[config.mk]
export PLATFORM = sky130hd
export DESIGN_NAME = dual_issue_stall
export DESIGN_NICKNAME = d
export VERILOG_FILES = /design/src/rtl/dis_pkg.sv /design/src/rtl/dis_slot_decode.sv /design/src/rtl/dis_reg_dep.sv /design/src/rtl/dis_mem_conflict.sv /design/src/rtl/dual_issue_stall.sv
export SDC_FILE = /design/constraint.sdc
export NUM_CORES = 1
export LEC_CHECK = 0
export ABC_CLOCK_PERIOD_IN_PS = 6320
export BUFFER_PORTS_ARGS = -buffer_cell sky130_fd_sc_hd__buf_4
export CORE_ASPECT_RATIO = 1.5
export CORE_MARGIN = 3
export CORE_UTILIZATION = 41
export DETAILED_ROUTE_END_ITERATION = 6
export PLACE_DENSITY = 0.93
export SETUP_SLACK_MARGIN = 0.4
export SYNTH_ARGS = -nofsm -noshare
export SYNTH_HDL_FRONTEND = slang
export SYNTH_SLANG_ARGS = --single-unit
export TNS_END_PERCENT = 10
[constraint.sdc]
create_clock -name vclk -period 6.32
set_input_delay 0.632 -clock vclk [all_inputs]
set_output_delay 0.632 -clock vclk [all_outputs]
set_load 0.005 [all_outputs]
[src/rtl/dis_pkg.sv]
package dis_pkg;

    localparam int INSTR_W   = 32;
    localparam int REG_IDX_W = 5;
    localparam int OPC_W     = 6;

    typedef logic [REG_IDX_W-1:0] reg_idx_t;
    typedef logic [OPC_W-1:0]     opc_t;

    localparam reg_idx_t LINK_REG = reg_idx_t'(31);

    // primary opcodes
    localparam opc_t OPC_SPECIAL = 6'b000000;
    localparam opc_t OPC_REGIMM  = 6'b000001;
    localparam opc_t OPC_J       = 6'b000010;
    localparam opc_t OPC_JAL     = 6'b000011;
    localparam opc_t OPC_BEQ     = 6'b000100;
    localparam opc_t OPC_BNE     = 6'b000101;
    localparam opc_t OPC_BLEZ    = 6'b000110;
    localparam opc_t OPC_BGTZ    = 6'b000111;
    localparam opc_t OPC_LB      = 6'b100000;
    localparam opc_t OPC_LH      = 6'b100001;
    localparam opc_t OPC_LW      = 6'b100011;
    localparam opc_t OPC_LBU     = 6'b100100;
    localparam opc_t OPC_LHU     = 6'b100101;
    localparam opc_t OPC_SB      = 6'b101000;
    localparam opc_t OPC_SH      = 6'b101001;
    localparam opc_t OPC_SW      = 6'b101011;

    // function codes under OPC_SPECIAL
    localparam opc_t FN_JR   = 6'b001000;
    localparam opc_t FN_JALR = 6'b001001;

    typedef enum logic [1:0] {
        MEM_NONE  = 2'd0,
        MEM_LOAD  = 2'd1,
        MEM_STORE = 2'd2
    } mem_kind_e;

    typedef struct packed {
        reg_idx_t idx;
        logic     vld;
    } reg_ref_t;

    typedef struct packed {
        logic      xfer;
        mem_kind_e mem;
        reg_ref_t  dst;
        reg_ref_t  src0;
        reg_ref_t  src1;
    } slot_info_t;

    function automatic reg_ref_t mk_ref(input reg_idx_t idx);
        reg_ref_t r;
        r.idx = idx;
        r.vld = 1'b1;
        return r;
    endfunction

    function automatic slot_info_t decode_fields(
        input opc_t     op,
        input opc_t     fn,
        input reg_idx_t rs,
        input reg_idx_t rt,
        input reg_idx_t rd
    );
        slot_info_t s;
        s = '0;
        s.mem = MEM_NONE;
        unique casez (op)
            OPC_SPECIAL: begin
                s.src0 = mk_ref(rs);
                if (fn == FN_JR) begin
                    s.xfer = 1'b1;
                end else if (fn == FN_JALR) begin
                    s.xfer = 1'b1;
                    s.dst  = mk_ref(rd);
                end else begin
                    s.src1 = mk_ref(rt);
                    s.dst  = mk_ref(rd);
                end
            end
            OPC_J: s.xfer = 1'b1;
            OPC_JAL: begin
                s.xfer = 1'b1;
                s.dst  = mk_ref(LINK_REG);
            end
            OPC_REGIMM, OPC_BEQ, OPC_BNE, OPC_BLEZ, OPC_BGTZ: begin
                s.xfer = 1'b1;
                s.src0 = mk_ref(rs);
                s.src1 = mk_ref(rt);
            end
            6'b001???: begin
                s.src0 = mk_ref(rs);
                s.dst  = mk_ref(rt);
            end
            OPC_LB, OPC_LH, OPC_LW, OPC_LBU, OPC_LHU: begin
                s.mem  = MEM_LOAD;
                s.src0 = mk_ref(rs);
                s.dst  = mk_ref(rt);
            end
            OPC_SB, OPC_SH, OPC_SW: begin
                s.mem  = MEM_STORE;
                s.src0 = mk_ref(rs);
                s.src1 = mk_ref(rt);
            end
            default: s = '0;
        endcase
        return s;
    endfunction

    // a written register meets a read register, register 0 excluded
    function automatic logic ref_hit(input reg_ref_t wr, input reg_ref_t rd_ref);
        return wr.vld && rd_ref.vld && (wr.idx != '0) && (wr.idx == rd_ref.idx);
    endfunction

endpackage

[src/rtl/dis_slot_decode.sv]
module dis_slot_decode
    import dis_pkg::*;
#(
    parameter int WORD_W = INSTR_W
) (
    input  logic [WORD_W-1:0] word_i,
    output slot_info_t        info_o
);
    localparam int OP_LSB = WORD_W - OPC_W;
    localparam int RS_LSB = OP_LSB - REG_IDX_W;
    localparam int RT_LSB = RS_LSB - REG_IDX_W;
    localparam int RD_LSB = RT_LSB - REG_IDX_W;

    logic unused_shamt;
    assign unused_shamt = ^word_i[RD_LSB-1:OPC_W];

    assign info_o = decode_fields(
        word_i[WORD_W-1:OP_LSB],
        word_i[OPC_W-1:0],
        word_i[OP_LSB-1:RS_LSB],
        word_i[RS_LSB-1:RT_LSB],
        word_i[RT_LSB-1:RD_LSB]
    );
endmodule

[src/rtl/dis_reg_dep.sv]
module dis_reg_dep
    import dis_pkg::*;
(
    input  slot_info_t older_i,
    input  slot_info_t younger_i,
    output logic       fwd_dep_o,
    output logic       back_dep_o
);
    // older writes, younger reads
    assign fwd_dep_o  = ref_hit(older_i.dst, younger_i.src0)
                      | ref_hit(older_i.dst, younger_i.src1);
    // younger writes, older reads
    assign back_dep_o = ref_hit(younger_i.dst, older_i.src0)
                      | ref_hit(younger_i.dst, older_i.src1);
endmodule

[src/rtl/dis_mem_conflict.sv]
module dis_mem_conflict
    import dis_pkg::*;
#(
    parameter int ADDR_W = 32,
    parameter int DATA_W = 32
) (
    input  mem_kind_e          kind_a_i,
    input  mem_kind_e          kind_b_i,
    input  logic [ADDR_W-1:0]  addr_a_i,
    input  logic [ADDR_W-1:0]  addr_b_i,
    output logic               clash_o
);
    localparam int WORD_LSB = $clog2(DATA_W / 8);

    logic unused_ofs;
    logic same_word;
    logic ld_then_st;
    logic st_then_ld;

    assign unused_ofs = ^{addr_a_i[WORD_LSB-1:0], addr_b_i[WORD_LSB-1:0]};
    assign same_word  = (addr_a_i[ADDR_W-1:WORD_LSB] == addr_b_i[ADDR_W-1:WORD_LSB]);
    assign ld_then_st = (kind_a_i == MEM_LOAD)  && (kind_b_i == MEM_STORE);
    assign st_then_ld = (kind_a_i == MEM_STORE) && (kind_b_i == MEM_LOAD);
    assign clash_o    = same_word && (ld_then_st || st_then_ld);
endmodule

[src/rtl/dual_issue_stall.sv]
module dual_issue_stall
    import dis_pkg::*;
#(
    parameter int WORD_W = INSTR_W,
    parameter int ADDR_W = 32,
    parameter int DATA_W = 32
) (
    input  logic [WORD_W-1:0] instr_a_i,
    input  logic [WORD_W-1:0] instr_b_i,
    input  logic [ADDR_W-1:0] addr_a_i,
    input  logic [ADDR_W-1:0] addr_b_i,
    input  logic              wr_reg_b_i,
    input  logic              wr_mem_b_i,
    output logic              stall_b_o,
    output logic              wr_reg_b_o,
    output logic              wr_mem_b_o
);
    localparam int N_SLOTS = 2;

    logic [WORD_W-1:0] words [N_SLOTS];
    slot_info_t        info  [N_SLOTS];

    assign words[0] = instr_a_i;
    assign words[1] = instr_b_i;

    for (genvar g = 0; g < N_SLOTS; g++) begin : g_dec
        dis_slot_decode #(.WORD_W(WORD_W)) u_dec (
            .word_i (words[g]),
            .info_o (info[g])
        );
    end

    logic fwd_dep;
    logic back_dep;
    logic mem_clash;
    logic xfer_a;

    dis_reg_dep u_dep (
        .older_i    (info[0]),
        .younger_i  (info[1]),
        .fwd_dep_o  (fwd_dep),
        .back_dep_o (back_dep)
    );

    dis_mem_conflict #(.ADDR_W(ADDR_W), .DATA_W(DATA_W)) u_mem (
        .kind_a_i (info[0].mem),
        .kind_b_i (info[1].mem),
        .addr_a_i (addr_a_i),
        .addr_b_i (addr_b_i),
        .clash_o  (mem_clash)
    );

    logic unused_b_xfer;
    assign unused_b_xfer = info[1].xfer;

    assign xfer_a     = info[0].xfer;
    assign stall_b_o  = xfer_a | mem_clash | fwd_dep | back_dep;
    assign wr_reg_b_o = wr_reg_b_i & ~stall_b_o;
    assign wr_mem_b_o = wr_mem_b_i & ~stall_b_o;
endmodule

# Word level (Yosys, flattened, before mapping)
# Index checks and enable logic that the tools add are counted.
[totals]
ff_bits = 0
out_inout_bits = 3
[classes]
n_mux = 17
bitwise = 8
reduce_logical = 31
eq_ne = 44
[op_table]
columns = ["op", "count"]
rows = [
  ["$eq A6 B6 Y1 const B", 16],
  ["$eq A6 B3 Y1 const B", 8],
  ["$mux W6", 8],
  ["$pmux W6 S3", 2],
  ["$eq A30 B30 Y1", 1],
  ["$reduce_or A15 Y1", 2],
  ["$eq A6 B4 Y1 const B", 4],
  ["$pmux W6 S2", 2],
  ["$eq A5 B5 Y1", 4],
  ["$eq A6 B2 Y1 const B", 3],
  ["$reduce_or A8 Y1", 2],
  ["$logic_and A1 B1 Y1", 15],
  ["$eq A6 B1 Y1 const B", 2],
  ["$logic_not A6 Y1", 2],
  ["$reduce_or A6 Y1", 2],
  ["$reduce_bool A5 Y1", 2],
  ["$reduce_or A5 Y1", 2],
  ["$pmux W2 S2", 2],
  ["$reduce_or A7 Y1", 1],
  ["$eq A3 B1 Y1 const B", 2],
  ["$reduce_or A3 Y1", 2],
  ["$or A1 B1 Y1", 5],
  ["$eq A2 B1 Y1 const B", 2],
  ["$eq A2 B2 Y1 const B", 2],
  ["other kinds (5)", 7],
]

# Depth between registers and ports, before layout
[logic_depth]
depth_word = 12
depth_mapped = 8

# Hierarchy
# Synthesis repeated with hierarchy kept, for this count alone.
[hier_totals]
hier_cells = 181
hier_area_um2 = 1351.3
[by_module_without_submodules]
columns = ["module", "n_inst", "area_each_um2", "seq_area_each_um2", "cells_per_inst"]
rows = [
  ["dis_slot_decode", 2, 352.8, 0.0, 50],
  ["dis_mem_conflict", 1, 349.1, 0.0, 43],
  ["dis_reg_dep", 1, 267.8, 0.0, 34],
  ["dual_issue_stall", 1, 28.8, 0.0, 4],
]

# Worst setup path after synthesis
# No wires, ideal clock.
[synth_timing]
path_type = "input -> output"
startpoint = "in instr_b_i[2]"
endpoint = "out stall_b_o"
arrival_time_ps = 2800
t_required_ps = 5688
slack_ps = 2888
cell_stages = 7
path_cell_list = "or4b_4 -> o311a_4 -> a21oi_2 -> a21oi_1 -> or4_1 -> o41ai_2 -> or4b_1"
[synth_via]
elab_chain_cells = 10
[synth_lines]
columns = ["item", "line", "text"]
rows = [
  ["start, declared", "dual_issue_stall.sv:9", "input logic [WORD_W-1:0] instr_b_i,"],
  ["parallel branches: the longest is 9 deep, another holds $eq A6 B4 Y1", "-", ""],
  ["$or A1 B1 Y1 *", "dual_issue_stall.sv:57", "assign stall_b_o = xfer_a | mem_clash | fwd_dep | back_dep;"],
  ["end, declared", "dual_issue_stall.sv:14", "output logic stall_b_o,"],
]
# Mark *: on every way between the ends.

# Worst setup path in the final report
# Ends and elaborated chain as after synthesis.

==> flow_summary.yaml <==
detailed_routing:
  postRouteAntennaNets: 0
  routed_wirelength_um: 5170
  vias: 2045
  initialDrtViolationCount: 73
  viasPerCell: 5.91
  drc: 0
  wl_per_cell_um: 14.9
  dr.pass1.iters: 4
finish:
  multi_input_comb_area_um2: 1310
  seq_cell_count: 0
  area_growth_pct: 67.7
  clkbuf_count: 0
  antenna_cells: 0
  final_layout_size_suffix_gt1_share_pct: 42.5
  fillCellCount: 260
  regArea_um2: 0
  nets: 438
synth:
  yosysMostFrequentCell: "xor2_1"
  synth_top_area_share_pct: 20.6
  synth_cells: 193
  yosys_warnings: 0
  yosysTopAreaCell: "xor2_1"
  synth.distinct_cells: 47
  synth_nets: 323
  seq_area_frac_synth_pct: 0
  synth_area_um2: 1360
  ys_top_cells_by_area: "xor2_1, nand3_1, o2111ai_1"
  synthTopCellsByCount: "xor2_1, nand3_1, a21oi_1"
  avgSynthCellArea_um2: 7.05
global_routing:
  antenna_found_initial: 0
  grt_pass1_vias: 1969
  grt_first_pass_wirelength_um: 8310
  grt_max_degree: 13
  grtUsageTotal_pct: 25.4
  grt-ovfl-total: 0
die:
  core-area_um2: 3160
  rows: 25
  io_pins: 133
  die-area_um2: 4060
  die_h_um: 76.5
  fp.dieW_um: 53.0
  initial_core_util_pct: 43.0
critical_path:
  cp.arrival_ns: 3.21
  crit_chain: "buf_4, or4b_4, o311a_4, a21oi_2, a21oi_1, or4_1, nor4_2, or4b_1, buf_4"
  crit_fanout: 7
  crit_type: "primary input to primary output"
  crit_buf_inv: 2
  slowest_stage: "or4_1"
  endpoint_kind: "primary output"
  cpMostUsedCell: "buf_4"
  start_kind: "primary input"
  cpPeakStageDelay_ns: 0.55
  path_delay_family: "simple AND/OR/NAND/NOR gates"
  worstPathRequired_ns: 5.69
clock_tree:
  cts_setup_buffers: 0
  cts-hold-fix-buffers: 0
  cts_resized: 0
hold_path:
  holdCritPathClass: "primary input to primary output"
power_and_ir_drop:
  powerDensity_nw_per_um2: 58.0
  power.total_uw: 132
  total_leakage_power_uw: 0.00107
  peakVddDrop_uv: 40.0
timing:
  maxSlewHeadroom_pct: 50.5
  fmax_mhz: 261
  worstMarginPinSlew_ns: 0.724
  tns_ns: 0
  finalWorstSetupSlack_ns: 2.48
  period_minus_slack_ns: 3.84
  drv_slew: 0
  fin_hold_ws_ns: 1.59
  hold_viol_final: 0
  finalSetupViolCount: 0
  min_period_over_period_pct: 60.7
  rsz0062_at_grt: "no"
place:
  place_worst_setup_slack_ns: 2.50
  io_buffers: 119
  hpwl_um: 4560
  gp_congestion: 0.915
status:
  status: "complete, no violations"
job:
  max_cap_viol_count: 0
## kinds of logic after synthesis
kind of cell    after synthesis  synth area share [%]
compound gates               58                  34.4
xor+xnor                     38                  24.5
buf+inv                      13                  3.59
simple gates                 84                  37.5
## per-layer routing
layer | GRT usage, % | part of all wire, %
met3 | 2.94 | 8.9
met4 | 7.16 | 2.8
met1 | 27.9 | 34
met2 | 47.9 | 54
met5 | 0 | 0
## cells in the final DEF, fill, tap and decap left out, types with 2 or more instances in the layout
cell	instances
nand3_1	15
a31oi_1	4
xnor2_1	6
a21o_1	3
o21ai_0	5
o211a_1	2
nor3_1	8
inv_1	7
a211oi_1	2
nor3b_1	2
nand2b_1	3
a21oi_2	3
nor2_1	8
or4_1	4
nor4_1	7
or4b_1	3
nand4_1	5
o211ai_1	5
nand2_1	7
o2111ai_1	7
nor4_2	2
xor2_1	32
buf_4	119
a221oi_1	3
nor4b_1	3
and3_1	8
a21oi_1	10
a221o_1	2
nor2b_1	3
## path summary, 6_finish.rpt
kind,cells after the start,startpoint,slack [ns],to
hold / removal,4,wr_mem_b_i,1.59,wr_mem_b_o
setup / recovery,9,instr_b_i[2],2.48,stall_b_o
## final cells by class
type | instances | share of cell area, %
multi-input cells | 180 | 57.5
repair buffers | 119 | 39.2
well taps | 40 | 2.19
inverters | 7 | 1.15
## power breakdown
part | switching [µW] | leakage (µW) | total (µW) | internal, µW
Combinational | 56.0 | 0.00107 | 132 | 76.3
Clock | 0 | 0 | 0 | 0
Sequential | 0 | 0 | 0 | 0
Total | 56.0 | 0.00107 | 132 | 76.3
## per-stage QoR
stage | cells | cell area [µm²] | utilization, %
6_report | 346 | 2280 | 72.2
2_1_floorplan | 193 | 1360 | -
3_5_place_dp | 346 | 2280 | 72.2
3_3_place_gp | 346 | 2280 | 72.2
5_1_grt | 346 | 2280 | 72.2
4_1_cts | 346 | 2280 | 72.2
Note: power is estimated with default switching activity, not from simulation.
